===== config.mk =====
export PLATFORM = sky130hd
export DESIGN_NAME = salrm_alarm_top
export DESIGN_NICKNAME = d
export VERILOG_FILES = /design/src/rtl/salrm_pkg.sv /design/src/rtl/salrm_regs.sv /design/src/rtl/salrm_match.sv /design/src/rtl/salrm_rdmux.sv /design/src/rtl/salrm_alarm_top.sv
export SDC_FILE = /design/constraint.sdc
export NUM_CORES = 1
export LEC_CHECK = 0
export BUFFER_PORTS_ARGS = -buffer_cell sky130_fd_sc_hd__buf_2
export CAP_MARGIN = 20
export CELL_PAD_IN_SITES_DETAIL_PLACEMENT = 0
export CELL_PAD_IN_SITES_GLOBAL_PLACEMENT = 1
export CORE_UTILIZATION = 30
export CTS_BUF_LIST = sky130_fd_sc_hd__clkbuf_8
export CTS_CLUSTER_DIAMETER = 30
export DETAILED_ROUTE_END_ITERATION = 8
export PLACE_DENSITY = 0.63
export SKIP_LAST_GASP = 1
export SLEW_MARGIN = 20
export SYNTH_ARGS = -nofsm -noshare
export SYNTH_HDL_FRONTEND = slang
export SYNTH_SLANG_ARGS = --single-unit

===== constraint.sdc =====
create_clock -name clk -period 4.3 [get_ports clk]
set_clock_uncertainty 0.05 [all_clocks]
set_input_delay 0.43 -clock clk [delete_from_list [all_inputs] [get_ports clk]]
set_output_delay 0.43 -clock clk [all_outputs]
set_load 0.02 [all_outputs]

===== src/rtl/salrm_pkg.sv =====
package salrm_pkg;
    // register map (software decodes these addresses)
    localparam int OFF_ID     = 'h05;
    localparam int OFF_ALARM  = 'h40;
    localparam int OFF_CTRL   = 'h46;
    localparam int OFF_CLR    = 'h48;
    localparam int ID_VALUE   = 'h03;
    // bit positions inside the control bytes
    localparam int ARM_BIT    = 7;
    localparam int ABORT_BIT  = 0;
    localparam int CLR_BIT    = 0;
endpackage


===== src/rtl/salrm_regs.sv =====
module salrm_regs
    import salrm_pkg::*;
#(
    parameter int ADDR_W = 8,
    parameter int DATA_W = 8,
    parameter int CNT_W  = 32
) (
    input  logic              clk,
    input  logic              rst_n,
    input  logic              wr_en,
    input  logic [ADDR_W-1:0] addr,
    input  logic [DATA_W-1:0] wr_data,
    output logic [CNT_W-1:0]  alarm_val,
    output logic              alarm_en,
    output logic              abort_en,
    output logic              clr_hit
);
    localparam int NBYTES = CNT_W / DATA_W;

    typedef struct packed {
        logic [CNT_W-1:0] alarm;
        logic             arm;
        logic             abort;
    } regs_t;

    regs_t st_d, st_q;

    always_comb begin
        st_d = st_q;
        if (wr_en) begin
            for (int i = 0; i < NBYTES; i++) begin
                if (addr == ADDR_W'(OFF_ALARM + i)) begin
                    st_d.alarm[i*DATA_W +: DATA_W] = wr_data;
                end
            end
            if (addr == ADDR_W'(OFF_CTRL)) begin
                st_d.arm   = wr_data[ARM_BIT];
                st_d.abort = wr_data[ABORT_BIT];
            end
        end
    end

    always_ff @(posedge clk or negedge rst_n) begin
        if (!rst_n) begin
            st_q <= '0;
        end else begin
            st_q <= st_d;
        end
    end

    assign alarm_val = st_q.alarm;
    assign alarm_en  = st_q.arm;
    assign abort_en  = st_q.abort;
    assign clr_hit   = wr_en && (addr == ADDR_W'(OFF_CLR)) && wr_data[CLR_BIT];
endmodule


===== src/rtl/salrm_match.sv =====
module salrm_match #(
    parameter int CNT_W = 32
) (
    input  logic             clk,
    input  logic             rst_n,
    input  logic [CNT_W-1:0] sec_count,
    input  logic [CNT_W-1:0] alarm_val,
    input  logic             alarm_en,
    input  logic             clr_hit,
    output logic             pending
);
    typedef struct packed {
        logic pend;
    } match_t;

    match_t st_d, st_q;
    logic   hit;

    always_comb begin
        hit  = alarm_en && (sec_count == alarm_val);
        st_d = st_q;
        if (clr_hit) begin
            st_d.pend = 1'b0;
        end
        // a live match wins over a clear on the same edge
        if (hit) begin
            st_d.pend = 1'b1;
        end
    end

    always_ff @(posedge clk or negedge rst_n) begin
        if (!rst_n) begin
            st_q <= '0;
        end else begin
            st_q <= st_d;
        end
    end

    assign pending = st_q.pend;
endmodule


===== src/rtl/salrm_rdmux.sv =====
module salrm_rdmux
    import salrm_pkg::*;
#(
    parameter int ADDR_W = 8,
    parameter int DATA_W = 8,
    parameter int CNT_W  = 32
) (
    input  logic [ADDR_W-1:0] addr,
    input  logic [CNT_W-1:0]  alarm_val,
    input  logic              alarm_en,
    input  logic              abort_en,
    output logic [DATA_W-1:0] rd_data
);
    localparam int NBYTES = CNT_W / DATA_W;

    logic [NBYTES-1:0][DATA_W-1:0] lane;

    genvar g;
    generate
        for (g = 0; g < NBYTES; g++) begin : g_lane
            assign lane[g] = (addr == ADDR_W'(OFF_ALARM + g))
                           ? alarm_val[g*DATA_W +: DATA_W] : '0;
        end
    endgenerate

    always_comb begin
        rd_data = '0;
        for (int i = 0; i < NBYTES; i++) begin
            rd_data = rd_data | lane[i];
        end
        if (addr == ADDR_W'(OFF_CTRL)) begin
            rd_data[ARM_BIT]   = alarm_en;
            rd_data[ABORT_BIT] = abort_en;
        end
        if (addr == ADDR_W'(OFF_ID)) begin
            rd_data = DATA_W'(ID_VALUE);
        end
        // the clear register always reads as zero (default value)
    end
endmodule


===== src/rtl/salrm_alarm_top.sv =====
module salrm_alarm_top #(
    parameter int ADDR_W = 8,
    parameter int DATA_W = 8,
    parameter int CNT_W  = 32
) (
    input  logic              clk,
    input  logic              rst_n,
    input  logic              wr_en,
    input  logic [ADDR_W-1:0] addr,
    input  logic [DATA_W-1:0] wr_data,
    output logic [DATA_W-1:0] rd_data,
    input  logic [CNT_W-1:0]  sec_count,
    output logic              irq,
    output logic              alarm_pending
);
    logic [CNT_W-1:0] alarm_val;
    logic             alarm_en;
    logic             abort_en;
    logic             clr_hit;
    logic             pend;

    salrm_regs #(.ADDR_W(ADDR_W), .DATA_W(DATA_W), .CNT_W(CNT_W)) u_regs (
        .clk       (clk),
        .rst_n     (rst_n),
        .wr_en     (wr_en),
        .addr      (addr),
        .wr_data   (wr_data),
        .alarm_val (alarm_val),
        .alarm_en  (alarm_en),
        .abort_en  (abort_en),
        .clr_hit   (clr_hit)
    );

    salrm_match #(.CNT_W(CNT_W)) u_match (
        .clk       (clk),
        .rst_n     (rst_n),
        .sec_count (sec_count),
        .alarm_val (alarm_val),
        .alarm_en  (alarm_en),
        .clr_hit   (clr_hit),
        .pending   (pend)
    );

    salrm_rdmux #(.ADDR_W(ADDR_W), .DATA_W(DATA_W), .CNT_W(CNT_W)) u_rdmux (
        .addr      (addr),
        .alarm_val (alarm_val),
        .alarm_en  (alarm_en),
        .abort_en  (abort_en),
        .rd_data   (rd_data)
    );

    assign irq           = pend;
    assign alarm_pending = pend;
endmodule


**Word level (Yosys, flattened, before mapping)**

Cells that the tools add are included.

- Bitwise gates (word level): 3
- Equal/unequal tests: 8
- Mux-type cells: 9
- Reductions and logical operators: 9

Operators with widths:

| kind | count |
|---|---|
| == test 8 x 7 -> 1 bit (second input constant) | 6 |
| two-way mux 8 bit | 5 |
| == test 32 bit | 1 |
| bitwise OR 8 bit | 3 |
| AND reduction 2 bit | 5 |
| == test 8 x 3 -> 1 bit (second input constant) | 1 |
| two-way mux 1 bit | 4 |
| logical AND 1 bit | 3 |
| nonzero test 2 bit | 1 |

- Flip-flop bits (word level): 35
- Output and inout bits: 10
- Input bits: 51
- Word-level logic and storage cells: 36

**Depth between registers and ports, before layout**

- Depth after elaboration: 7
- Gate-level depth with buffers: 7
- Mapped depth without buffers: 4

**By module**

A second synthesis with hierarchy kept.

- Cell total of the unflattened synthesis: 176
- Area, all modules: 2128.3 um2

By module, submodules not included:

| module | area an instance (um2) | sequential area each (um2) | cells each | instances |
|---|---|---|---|---|
| salrm_regs | 1351.3 | 850.8 | 83 | 1 |
| salrm_rdmux | 385.4 | 0.0 | 46 | 1 |
| salrm_match | 384.1 | 25.0 | 46 | 1 |
| salrm_alarm_top | 7.5 | 0.0 | 1 | 1 |

**Least setup slack after synthesis**

OpenSTA, ideal clock, no wires.

- Kind: input -> output
- From: in addr[7]
- To: out rd_data[7]
- Stages on the path: 5
- Data required time: 3.820 ns
- Arrival time: 1.957 ns
- Path buffers: 1
- Path slack: 1.863 ns
- Path through: or3_1 -> clkbuf_1 -> nor4_2 -> nand2_1 -> a32oi_1

- Longest elaborated chain between the ends: 7
- Elaborated cells on any way between the ends: 15
- Classes of those cells: eq/ne: 6; mux: 6; bitwise: 3

RTL lines:

| what | RTL line | RTL |
|---|---|---|
| start: declaration | salrm_alarm_top.sv:9 | `input logic [ADDR_W-1:0] addr,` |
| == test 8 x 7 -> 1 bit | salrm_rdmux.sv:21 | `assign lane[g] = (addr == ADDR_W'(OFF_ALARM + g))` |
| two-way mux 8 bit | salrm_rdmux.sv:22 | `? alarm_val[g*DATA_W +: DATA_W] : '0;` |
| bitwise OR 8 bit (3 in a row) | salrm_rdmux.sv:29 | `rd_data = rd_data \| lane[i];` |
| two-way mux 1 bit | salrm_rdmux.sv:31 | `if (addr == ADDR_W'(OFF_CTRL)) begin` |
| two-way mux 8 bit * | salrm_rdmux.sv:35 | `if (addr == ADDR_W'(OFF_ID)) begin` |
| end: declaration | salrm_alarm_top.sv:11 | `output logic [DATA_W-1:0] rd_data,` |

Mark *: on every way between the ends. The rest lies on a longest branch, timed or not.

**Worst setup path after layout**

Same ends and word-level chain as after synthesis.

==> impl_results.rst <==
.. list-table::
   :header-rows: 1

   * - Metric
     - Value
   * - Cell row count
     - 29
   * - Count of maximum capacitance violations
     - 0
   * - Switching power summed over all nets
     - 177.5 uW
   * - Data required time at the worst endpoint
     - approximately 3800 ps
   * - Worst Reg2Reg Path Length in Cells
     - 4
   * - Longest Clk Path Bufs
     - 2
   * - Setup slack of the worst register-to-register path
     - around 2800 ps
   * - Htree depth
     - 2
   * - Unrepaired setup endpoints after global routing
     - false
   * - DRC violation count after routing
     - 1
   * - Worst min-delay path category
     - in -> async
   * - Number of vias per cell
     - 5.140
   * - Tightest Pin Transition
     - 789.9 ps
   * - Switching share of total power
     - around a quarter
   * - Effective utilization at floorplan
     - between 30% and 40%
   * - Total overflow reported by the global router
     - 0
   * - Worst hold-check slack
     - about 170 ps
   * - Part of the cycle the worst path needs
     - around 66%
   * - Aggregate global-route resource usage
     - between 15 and 20%
   * - Post-Syn Nets
     - ~230
   * - Largest area contributor in the netlist
     - dfrtp_1
   * - Total length of routed wires
     - between 5000 and 6000 um
   * - Post-cts resize count
     - 0
   * - Relative contribution of the clock network to total power
     - 33.3%
   * - Register bit count reported by yosys
     - 35
   * - Pwr/cell area
     - ~270 nW/um2
   * - Cell variety after synth
     - 36
   * - Outcome
     - finished, violations left
   * - Post-Syn Instances
     - around 180
   * - Global-route wire length before repair
     - 8749 um
   * - Post-CTS repair timing setup buffer count
     - 0
   * - Post-layout net count
     - around 290
   * - EDFF count, synth
     - 0
   * - Clock edge transition at the registers on the reported setup and hold paths
     - about 60 ps
   * - Reg2Reg Capture Point
     - u_match.pending
   * - Fin. max-slew vios
     - 0
   * - Vias in the first global route
     - 1666
   * - Timing-limited maximum frequency
     - roughly 350 MHz
   * - Leakage power
     - about 0.0013 uW
   * - Yosys warning count
     - 0
   * - Time the final worst path needs with I/O delays and setup
     - 2831 ps
   * - Syn avg cell area
     - approximately 11 um2
   * - Inserted Clock Buffers
     - 5
   * - Fillers
     - roughly 660
   * - Clock tree root driver cell
     - clkbuf_8
   * - Number of buffer cells added on primary ports
     - 60
   * - Largest net degree at the start of global routing
     - 36
   * - HPWL after DPL
     - approximately 4200 um
   * - WP data arrival
     - 2350 ps
   * - Sequential fraction of the synthesis area
     - about 43%
   * - Portion of total power attributed to combinational logic
     - between 10 and 15%
   * - Number of hold buffers added after cts
     - 0
   * - Finish-stage setup viols
     - 0
   * - Placer's final routability congestion estimate
     - between 0.8 and 0.9
   * - Violations in the final reports
     - DRC
   * - Number of antenna-violating nets in the routed design
     - 0
   * - Post-Syn Area
     - 2034 um2
   * - Die footprint
     - between 7000 and 8000 um2
   * - Growth of design area from synthesis to finish
     - 21.65%
   * - Top cell type's share of synthesized area
     - between 40% and 50%
   * - Number of antenna violations at the first check in global routing
     - 0
   * - Initial DRC count
     - 90
   * - Core Area
     - ~6500 um2
   * - Final non-filler cell area
     - ~2500 um2
   * - Number of sinks handled by clock tree synthesis
     - 35
   * - Clock insertion delay at the later pin of the skew report
     - about 290 ps
   * - Max_slew headroom
     - about 47%
   * - Width of the die
     - roughly 84 um
   * - Cell with the most instances after synthesis
     - dfrtp_1
   * - Worst reg2reg startpoint
     - u_regs.alarm_val[22]
   * - Placement Cell Area
     - roughly 2400 um2
   * - Largest vdd supply drop
     - around 140 uV
   * - Number of detailed-route iterations in the first pass
     - 8
   * - Type of the worst setup path
     - in -> out
   * - Top cell types by occurrence after synthesis
     - dfrtp_1 (35), mux2_2 (34), xor2_1 (31)
   * - Final routed wire length divided by cell count
     - approximately 18 um
   * - Top_reg_cell synth
     - dfrtp_1
   * - Fraction of layout instances using a drive strength above 1
     - 43.46%
   * - Placed instance count
     - about 300
   * - Ant diodes
     - 0
   * - Total via count in the routed design
     - 1614
   * - Y dimension of the die
     - 84.35 um
   * - CTS tree
     - built
   * - I/O pin total
     - 61
   * - Pint
     - ~500 uW
   * - Post-route insts no fill
     - around 310
   * - Type of element capturing the critical path
     - output pin
   * - Most area-consuming cells after synthesis
     - dfrtp_1 (43%), mux2_2 (19%), xor2_1 (13%)
   * - Setup Total Neg Slack
     - 0 ps
   * - Post-synthesis async set-or-reset flop share
     - 100.0%
   * - Hold Vio Cnt, Final
     - 0
   * - Max Fanout on Critical Path
     - 11
   * - Startpoint kind of the worst setup timing path
     - input port
   * - Part of the total power dissipated in sequential elements
     - 53.2%
[stage by stage]
step	utilization, %	power (uW)	worst slack, ps
global route	38.32	711.7	1281
CTS	38.32	683.8	1479
detailed placement	37.06	458.1	1478
finish	38.32	676.0	1469
floorplan	-	406.6	1863
global placement	37.06	458.2	1485
[power groups by stage]
stage	clock network, uW	registers, uW	logic, uW
3_3_place_gp	0	365	92.7
2_1_floorplan	0	361	45.4
5_1_grt	249	361	101
6_report	225	359	91.5
3_5_place_dp	0	366	92.4
4_1_cts	231	359	92.9
[kinds of logic after synthesis]
kind of cell / count (synthesis) / synth area share (%)
and+or+nand+nor: 39 / 12.36
muxes: 36 / 19.80
DFF: 35 / 43.05
xor gates and xnor gates: 32 / 13.78
AOI/OAI and AO/OA: 27 / 9.165
buffers and inverters: 8 / 1.845
[cell type report]
class,count,area [um2],share of cell area (%)
repair buffers,60,300.3,12.13
clock inverters,3,12.51,0.5056
flip-flops and latches,35,875.8,35.39
multi-input cells,134,1121,45.30
well taps,77,96.34,3.893
clock buffers,5,68.82,2.781
[worst max-delay path by stage]
stage                        from         end  cells past startpoint
final                     addr[7]  rd_data[7]                      6
after global routing      addr[7]  rd_data[2]                      6
after global placement    addr[7]  rd_data[7]                      6
after floorplan           addr[7]  rd_data[7]                      5
after CTS                 addr[7]  rd_data[7]                      6
after detailed placement  addr[7]  rd_data[7]                      6
[registers in the layout, indices dropped and copies added, names as in the netlist]
signal / flops
u_regs.alarm_val: 32
u_regs.abort_en: 1
u_regs.alarm_en: 1
u_match.pending: 1
[layout by cell type (no fill, tap or decap), types with 5 or more instances in the layout]
cell / count
dfrtp_1: 35
mux2_2: 34
nor4_1: 7
a22oi_1: 12
o21ai_0: 7
nand3_1: 5
nand2_1: 6
buf_2: 60
xor2_1: 31
clkbuf_8: 5
[critical path: stages]
cell	delay [ps]
buf_2	100
or3_1	570
nor4_2	740
nand2_1	110
a32oi_1	200
buf_2	190
[per-layer routing]
layer  routed length [um]  GRT usage (%)  vias to the layer above
li1                     -              -                      775
met5                    0              0                        -
met2                 2568          25.63                       67
met3                  366          4.326                        4
met1                 2643          22.93                      768
met4                   40          4.468                        0
(Power assumes the default switching activity.)
